==> config.mk <==
export PLATFORM = sky130hd
export DESIGN_NAME = prio_irq_ctrl
export DESIGN_NICKNAME = d
export VERILOG_FILES = /design/src/rtl/prio_irq_pkg.sv /design/src/rtl/pic_cfg_regs.sv /design/src/rtl/pic_req_latch.sv /design/src/rtl/pic_resolver.sv /design/src/rtl/prio_irq_ctrl.sv
export SDC_FILE = /design/constraint.sdc
export NUM_CORES = 1
export LEC_CHECK = 0
export ABC_AREA = 0
export BUFFER_PORTS_ARGS = -buffer_cell sky130_fd_sc_hd__buf_2
export CAP_MARGIN = 20
export CELL_PAD_IN_SITES_DETAIL_PLACEMENT = 0
export CELL_PAD_IN_SITES_GLOBAL_PLACEMENT = 2
export CORE_ASPECT_RATIO = 1.4
export CORE_MARGIN = 5
export CORE_UTILIZATION = 33
export DETAILED_ROUTE_END_ITERATION = 16
export GPL_TIMING_DRIVEN = 0
export PLACE_DENSITY = 0.81
export REMOVE_ABC_BUFFERS = 1
export SLEW_MARGIN = 40
export SYNTH_ARGS = -nofsm -noshare
export SYNTH_HDL_FRONTEND = slang
export SYNTH_SLANG_ARGS = --single-unit
==> constraint.sdc <==
create_clock -name clk -period 4.4 [get_ports clk]
set_input_delay 0.88 -clock clk [delete_from_list [all_inputs] [get_ports clk]]
set_output_delay 0.88 -clock clk [all_outputs]
set_load 0.1 [all_outputs]
==> src/rtl/prio_irq_pkg.sv <==
`timescale 1ns/1ps
package prio_irq_pkg;
    localparam int DW = 8;

    typedef enum logic [1:0] {
        ST_IDLE = 2'd0,
        ST_BASE = 2'd1,
        ST_CASC = 2'd2,
        ST_MODE = 2'd3
    } setup_step_e;

    typedef struct packed {
        setup_step_e     step;
        logic [DW-1:0]   mask;
        logic [DW-1:0]   base;
        logic [DW-1:0]   casc;
        logic            mode86;
        logic            sel_isr;
        logic            poll;
    } cfg_t;

    localparam logic [2:0] EOI_NS = 3'b001;
endpackage

==> src/rtl/pic_cfg_regs.sv <==
`timescale 1ns/1ps
module pic_cfg_regs
    import prio_irq_pkg::*;
(
    input  logic          clk,
    input  logic          rst_n,
    input  logic          wr_en,
    input  logic          rd_en,
    input  logic          addr,
    input  logic [DW-1:0] wdata,
    output cfg_t          cfg_q,
    output logic          eoi
);
    cfg_t cfg_d;

    always_comb begin
        cfg_d = cfg_q;
        eoi   = 1'b0;
        if (wr_en && !addr) begin
            if (wdata[4]) begin
                cfg_d.step = ST_BASE;
            end else if (wdata[3]) begin
                if (wdata[2]) cfg_d.poll = 1'b1;
                if (wdata[1]) cfg_d.sel_isr = wdata[0];
            end else if (wdata[7:5] == EOI_NS) begin
                eoi = 1'b1;
            end
        end else if (wr_en && addr) begin
            case (cfg_q.step)
                ST_BASE: begin cfg_d.base = wdata;      cfg_d.step = ST_CASC; end
                ST_CASC: begin cfg_d.casc = wdata;      cfg_d.step = ST_MODE; end
                ST_MODE: begin cfg_d.mode86 = wdata[0]; cfg_d.step = ST_IDLE; end
                default: cfg_d.mask = wdata;
            endcase
        end
        if (rd_en && !addr) cfg_d.poll = 1'b0;
    end

    always_ff @(posedge clk) begin
        if (!rst_n) begin
            cfg_q.step    <= ST_IDLE;
            cfg_q.mask    <= '1;
            cfg_q.base    <= '0;
            cfg_q.casc    <= '0;
            cfg_q.mode86  <= 1'b0;
            cfg_q.sel_isr <= 1'b0;
            cfg_q.poll    <= 1'b0;
        end else begin
            cfg_q <= cfg_d;
        end
    end

    a_r2_mask_load: assert property (@(posedge clk) disable iff (!rst_n)
        (wr_en && addr && cfg_q.step == ST_IDLE) |=> (cfg_q.mask == $past(wdata)));
    a_r3_mask_kept: assert property (@(posedge clk) disable iff (!rst_n)
        (wr_en && addr && cfg_q.step != ST_IDLE) |=> $stable(cfg_q.mask));
    a_r3_setup_start: assert property (@(posedge clk) disable iff (!rst_n)
        (wr_en && !addr && wdata[4]) |=> (cfg_q.step == ST_BASE));
    a_r8_poll_once: assert property (@(posedge clk) disable iff (!rst_n)
        (rd_en && !addr && !wr_en) |=> !cfg_q.poll);
endmodule

==> src/rtl/pic_req_latch.sv <==
`timescale 1ns/1ps
module pic_req_latch #(
    parameter int NLVL = 8
) (
    input  logic            clk,
    input  logic            rst_n,
    input  logic [NLVL-1:0] irq_in,
    input  logic [NLVL-1:0] clr,
    output logic [NLVL-1:0] irr_q
);
    typedef struct packed {
        logic [NLVL-1:0] prev;
        logic [NLVL-1:0] irr;
    } lat_t;

    lat_t lat_d, lat_q;

    always_comb begin
        lat_d.prev = irq_in;
        lat_d.irr  = irq_in & (lat_q.irr | ~lat_q.prev) & ~clr;
    end

    always_ff @(posedge clk) begin
        if (!rst_n) begin
            lat_q.prev <= '1;
            lat_q.irr  <= '0;
        end else begin
            lat_q <= lat_d;
        end
    end

    assign irr_q = lat_q.irr;

    a_r5_drop_clears: assert property (@(posedge clk) disable iff (!rst_n)
        (irq_in == '0) |=> (irr_q == '0));
endmodule

==> src/rtl/pic_resolver.sv <==
`timescale 1ns/1ps
module pic_resolver #(
    parameter int NLVL = 8,
    parameter int LW   = $clog2(NLVL)
) (
    input  logic [NLVL-1:0] irr,
    input  logic [NLVL-1:0] mask,
    input  logic [NLVL-1:0] isr,
    output logic            win_vld,
    output logic [LW-1:0]   win_lvl
);
    logic [NLVL-1:0] pend;
    logic            found, busy;
    logic [LW-1:0]   top_isr;

    always_comb begin
        pend    = irr & ~mask;
        found   = 1'b0;
        busy    = 1'b0;
        win_lvl = '0;
        top_isr = '0;
        for (int i = NLVL - 1; i >= 0; i--) begin
            if (pend[i]) begin found = 1'b1; win_lvl = LW'(i); end
            if (isr[i])  begin busy  = 1'b1; top_isr = LW'(i); end
        end
        win_vld = found && (!busy || (win_lvl < top_isr));
    end
endmodule

==> src/rtl/prio_irq_ctrl.sv <==
`timescale 1ns/1ps
module prio_irq_ctrl
    import prio_irq_pkg::*;
#(
    parameter int   NLVL     = 8,
    parameter bit   IS_SLAVE = 1'b0
) (
    input  logic            clk,
    input  logic            rst_n,
    input  logic            bus_wr,
    input  logic            bus_rd,
    input  logic            bus_addr,
    input  logic [DW-1:0]   bus_wdata,
    output logic [DW-1:0]   bus_rdata,
    input  logic [NLVL-1:0] irq_in,
    output logic            int_out,
    input  logic            inta,
    output logic [DW-1:0]   vec_out,
    output logic            casc_sel,
    input  logic [DW-1:0]   casc_vec
);
    localparam int LW = $clog2(NLVL);

    typedef struct packed {
        logic [NLVL-1:0] isr;
    } svc_t;

    cfg_t            cfg;
    logic            eoi;
    logic [NLVL-1:0] irr, clr;
    logic            win_vld;
    logic [LW-1:0]   win_lvl, lvl_out;
    logic            take, grant, cleared;
    logic [DW-1:0]   own_vec;
    svc_t            svc_d, svc_q;

    pic_cfg_regs u_cfg (
        .clk(clk), .rst_n(rst_n), .wr_en(bus_wr), .rd_en(bus_rd),
        .addr(bus_addr), .wdata(bus_wdata), .cfg_q(cfg), .eoi(eoi)
    );

    pic_req_latch #(.NLVL(NLVL)) u_lat (
        .clk(clk), .rst_n(rst_n), .irq_in(irq_in), .clr(clr), .irr_q(irr)
    );

    pic_resolver #(.NLVL(NLVL), .LW(LW)) u_res (
        .irr(irr), .mask(cfg.mask[NLVL-1:0]), .isr(svc_q.isr),
        .win_vld(win_vld), .win_lvl(win_lvl)
    );

    always_comb begin
        take    = inta || (bus_rd && !bus_addr && cfg.poll);
        grant   = take && win_vld;
        svc_d   = svc_q;
        clr     = '0;
        cleared = 1'b0;
        if (eoi) begin
            for (int i = 0; i < NLVL; i++) begin
                if (!cleared && svc_q.isr[i]) begin
                    svc_d.isr[i] = 1'b0;
                    cleared      = 1'b1;
                end
            end
        end
        if (grant) begin
            svc_d.isr[win_lvl] = 1'b1;
            clr[win_lvl]       = 1'b1;
        end
    end

    always_ff @(posedge clk) begin
        if (!rst_n) svc_q <= '0;
        else        svc_q <= svc_d;
    end

    assign lvl_out  = win_vld ? win_lvl : '1;
    assign own_vec  = cfg.mode86 ? {cfg.base[DW-1:LW], lvl_out}
                                 : {cfg.base[DW-1:LW+2], lvl_out, 2'b00};
    assign casc_sel = !IS_SLAVE && inta && win_vld && cfg.casc[win_lvl];
    assign vec_out  = casc_sel ? casc_vec : own_vec;
    assign int_out  = win_vld;

    always_comb begin
        if (bus_addr)         bus_rdata = cfg.mask;
        else if (cfg.poll)    bus_rdata = {win_vld, {(DW-1-LW){1'b0}}, lvl_out};
        else if (cfg.sel_isr) bus_rdata = DW'(svc_q.isr);
        else                  bus_rdata = DW'(irr);
    end

    a_r6_level0_blocks: assert property (@(posedge clk) disable iff (!rst_n)
        svc_q.isr[0] |-> !int_out);
    a_r7_ack_adds_one: assert property (@(posedge clk) disable iff (!rst_n)
        (inta && int_out && !bus_wr) |=> ($countones(svc_q.isr) == $countones($past(svc_q.isr)) + 1));
    a_r10_eoi_drops_one: assert property (@(posedge clk) disable iff (!rst_n)
        (eoi && svc_q.isr != '0 && !take) |=> ($countones(svc_q.isr) == $countones($past(svc_q.isr)) - 1));
    a_r11_spurious_keeps: assert property (@(posedge clk) disable iff (!rst_n)
        (inta && !int_out && !bus_wr) |=> $stable(svc_q.isr));
    a_r12_casc_needs_grant: assert property (@(posedge clk) disable iff (!rst_n)
        casc_sel |-> int_out);
endmodule

==> flow_summary.ini <==
[critical_path]
end_kind = output pin
ff2ff_setup_slack_ns = 1.35
worst-setup-path-type = reg2out
worstReg2RegEnd = u_lat.irr_q[6]
worstSetupEndpoint = bus_rdata[7]
cp_max_fo = 5
timing.rr.start = u_lat.irr_q[4]
startpoint = u_lat.irr_q[4]
critical_path_required_ns = 3.52
crit_path_start_kind = register
worst_r2r_path_depth = 9
crit_arrival_ns = 3.39

[pwr]
p_int_uw = 848
leakagePower_uw = 0.00138
peakVddDrop_mv = 0.202
clkPwrFrac = 0.423
seq_power_share = 0.406
power_frac_comb = 0.171
switching_power_uw = 342
switching_share = 0.288
powerDensity_nw_per_um2 = 359

[sta]
tightest_slew_ns = 0.722
max_freq_mhz = 234
report.final.setup_viol = 0
fin_crit_sh = 0.971
period_needed_ns = 4.27
layout_setup_ws_ns = 0.128
slew_violations = 0
relSlewSlack = 0.512
finalHoldViolCount = 0
skew_ns = 0.00510

[drt]
top_layer_used = met4
drt-met1-wl_mm = 3.57
drtPass1Iterations = 4
ant_nets = 0
wl_mm = 8.28
post-route-drc-count = 0
vias = 2631
drtIter0Drc = 161
wl_met3_um = 215
viasPerCell = 5.39
wl_per_cell_um = 17.0
dr_wl_met2_mm = 4.37

[synthesis]
synth_top_area_frac = 0.363
synth_area_um2 = 2750
async_flop_share = 0
syn-instance-count = 341
ys_seq_area_frac = 0.363
synth_edf_count = 0
synthTopCellsByArea = dfxtp_1 36%, nand2_1 7.9%, nand3_1 4.7%
ys.flop_type = dfxtp_1
synth_top_area_cell = dfxtp_1
ys_ff_latch = 50
ys_warn_count = 0
synth.most_common_cell = nand2_1
ys_types = 58
syn_avg_cell_area_um2 = 8.08
synthTopCellsByCount = 58 x nand2_1, 50 x dfxtp_1, 26 x nand3_1

[die]
initial_core_util = 0.338
die_height_um = 118
dieArea_um2 = 10300
core_um2 = 8150
std_cell_rows = 39
ioPinCount = 48
die_w_um = 87.2

[finish]
area_growth_pct = 20.5
final_area_um2 = 3320
fillers = 863
antennaDiodeCount = 0
drive_above_1_share = 0.220
nets = 422

[clocking]
clk_path_buf_depth = 2
clkSlewWorstSetupHoldPaths_ns = 0.07
clk_latency_ns = 0.29
cts_buffers = 5
cts_hold_repair.buffers = 0
cts_tree = done
htreeDepth = 2
cts-root-buf = clkbuf_16
cts_sinks = 50

[placement]
port_buffers = 47
dp_worst_setup_slack_ns = 0.115
gp_congestion = 0.897
hpwl_mm = 6.42
placed_area_um2 = 3080

[worst_hold_path]
min_path_type = reg2reg
min_path_cells = 2

[status]
status = complete, no violations

[run]
cap_violations = 0

[grt]
antenna_found_initial = 0
grt_first_pass_wirelength_mm = 13.7
grt_max_degree = 27
grt_pass1_vias = 2666
grtUsageTotal = 0.167
grt_overflow = 0
==> registers in the layout, summed over array words and instances, names as in the netlist <==
register     cells
u_cfg.cfg_q     26
svc_q            8
u_lat.irr_q      8
u_lat.lat_q      8
==> layout by cell type, fill, tap and decap left out, types with 4 or more instances in the layout <==
| cell | instances |
|---|---|
| nand2_1 | 58 |
| dfxtp_1 | 50 |
| buf_2 | 47 |
| nand3_1 | 26 |
| a21oi_1 | 23 |
| nor2_1 | 20 |
| inv_1 | 16 |
| o21ai_0 | 16 |
| nand2b_1 | 13 |
| mux2i_1 | 8 |
| o2111a_1 | 7 |
| ha_1 | 7 |
| nor3_1 | 6 |
| nor2b_1 | 5 |
| o211ai_1 | 5 |
| nand4_1 | 5 |
| clkbuf_16 | 5 |
| a211oi_1 | 4 |
| mux2_4 | 4 |
==> power by group through the flow <==
stage,registers (µW),logic (µW),clock network (µW)
after CTS,483,203,514
after global routing,485,220,530
after detailed placement,493,202,0
final,483,204,504
after global placement,493,200,0
after floorplan,488,148,0
==> per-layer routing <==
| layer | vias up | GRT usage |
|---|---|---|
| met5 | - | 0 |
| met4 | 0 | 0.0451 |
| met3 | 12 | 0.0238 |
| met2 | 48 | 0.304 |
| met1 | 1250 | 0.199 |
| li1 | 1321 | - |
==> how the worst min path moves through the flow <==
stage	from	to	slack, ns
final	u_cfg.cfg_q[17]	u_cfg.cfg_q[17]	0.46
after CTS	u_cfg.cfg_q[18]	u_cfg.cfg_q[18]	0.46
after detailed placement	u_cfg.cfg_q[18]	u_cfg.cfg_q[18]	0.45
after global routing	u_cfg.cfg_q[18]	u_cfg.cfg_q[18]	0.47
after global placement	u_cfg.cfg_q[17]	u_cfg.cfg_q[17]	0.45
after floorplan	u_cfg.cfg_q[9]	u_cfg.cfg_q[9]	0.43
==> area by class of cell <==
cell class / count / area (µm²) / area share
Multi-Input combinational cell: 262 / 1680 / 0.507
Tap cell: 102 / 128 / 0.0384
Timing Repair Buffer: 49 / 250 / 0.0754
Clock buffer: 5 / 125 / 0.0377
Sequential cell: 50 / 1000 / 0.302
Inverter: 17 / 63.8 / 0.0192
Clock inverter: 3 / 68.8 / 0.0207
==> critical path: stages (launching register included) <==
cell      delay (ns)
dfxtp_1         0.37
or2b_2          0.36
o211ai_1        0.25
a21oi_2         0.19
ha_1            0.24
a211oi_1        0.22
o21ai_1         0.18
o21a_1          0.29
o21ai_0         0.34
a22o_1          0.22
buf_2           0.43
==> through the flow <==
stage          total power [µW]  hold slack, ns   util  std cells  setup TNS (ns)
2_1_floorplan               635           0.433      -        329           -1.47
3_3_place_gp                693           0.446  0.377        478               0
3_5_place_dp                695           0.452  0.378        478               0
6_report                   1190           0.463  0.407        488               0
4_1_cts                    1200           0.463  0.404        488               0
5_1_grt                    1230           0.472  0.407        488         -0.0105
==> cell families after synthesis <==
kind of cell | share of synthesized area
adder cells (fa/ha/maj) | 0.0318
multiplexers | 0.0632
AO/OA/AOI/OAI | 0.222
flip-flops | 0.363
buffers and inverters | 0.0395
AND/OR/NAND/NOR | 0.280
==> repair_timing <==
action,in CTS,in global routing
gates resized for setup,1,6
setup endpoints to repair,8,11
pin swaps,1,0
setup buffers,2,0
(Power assumes the default switching activity.)
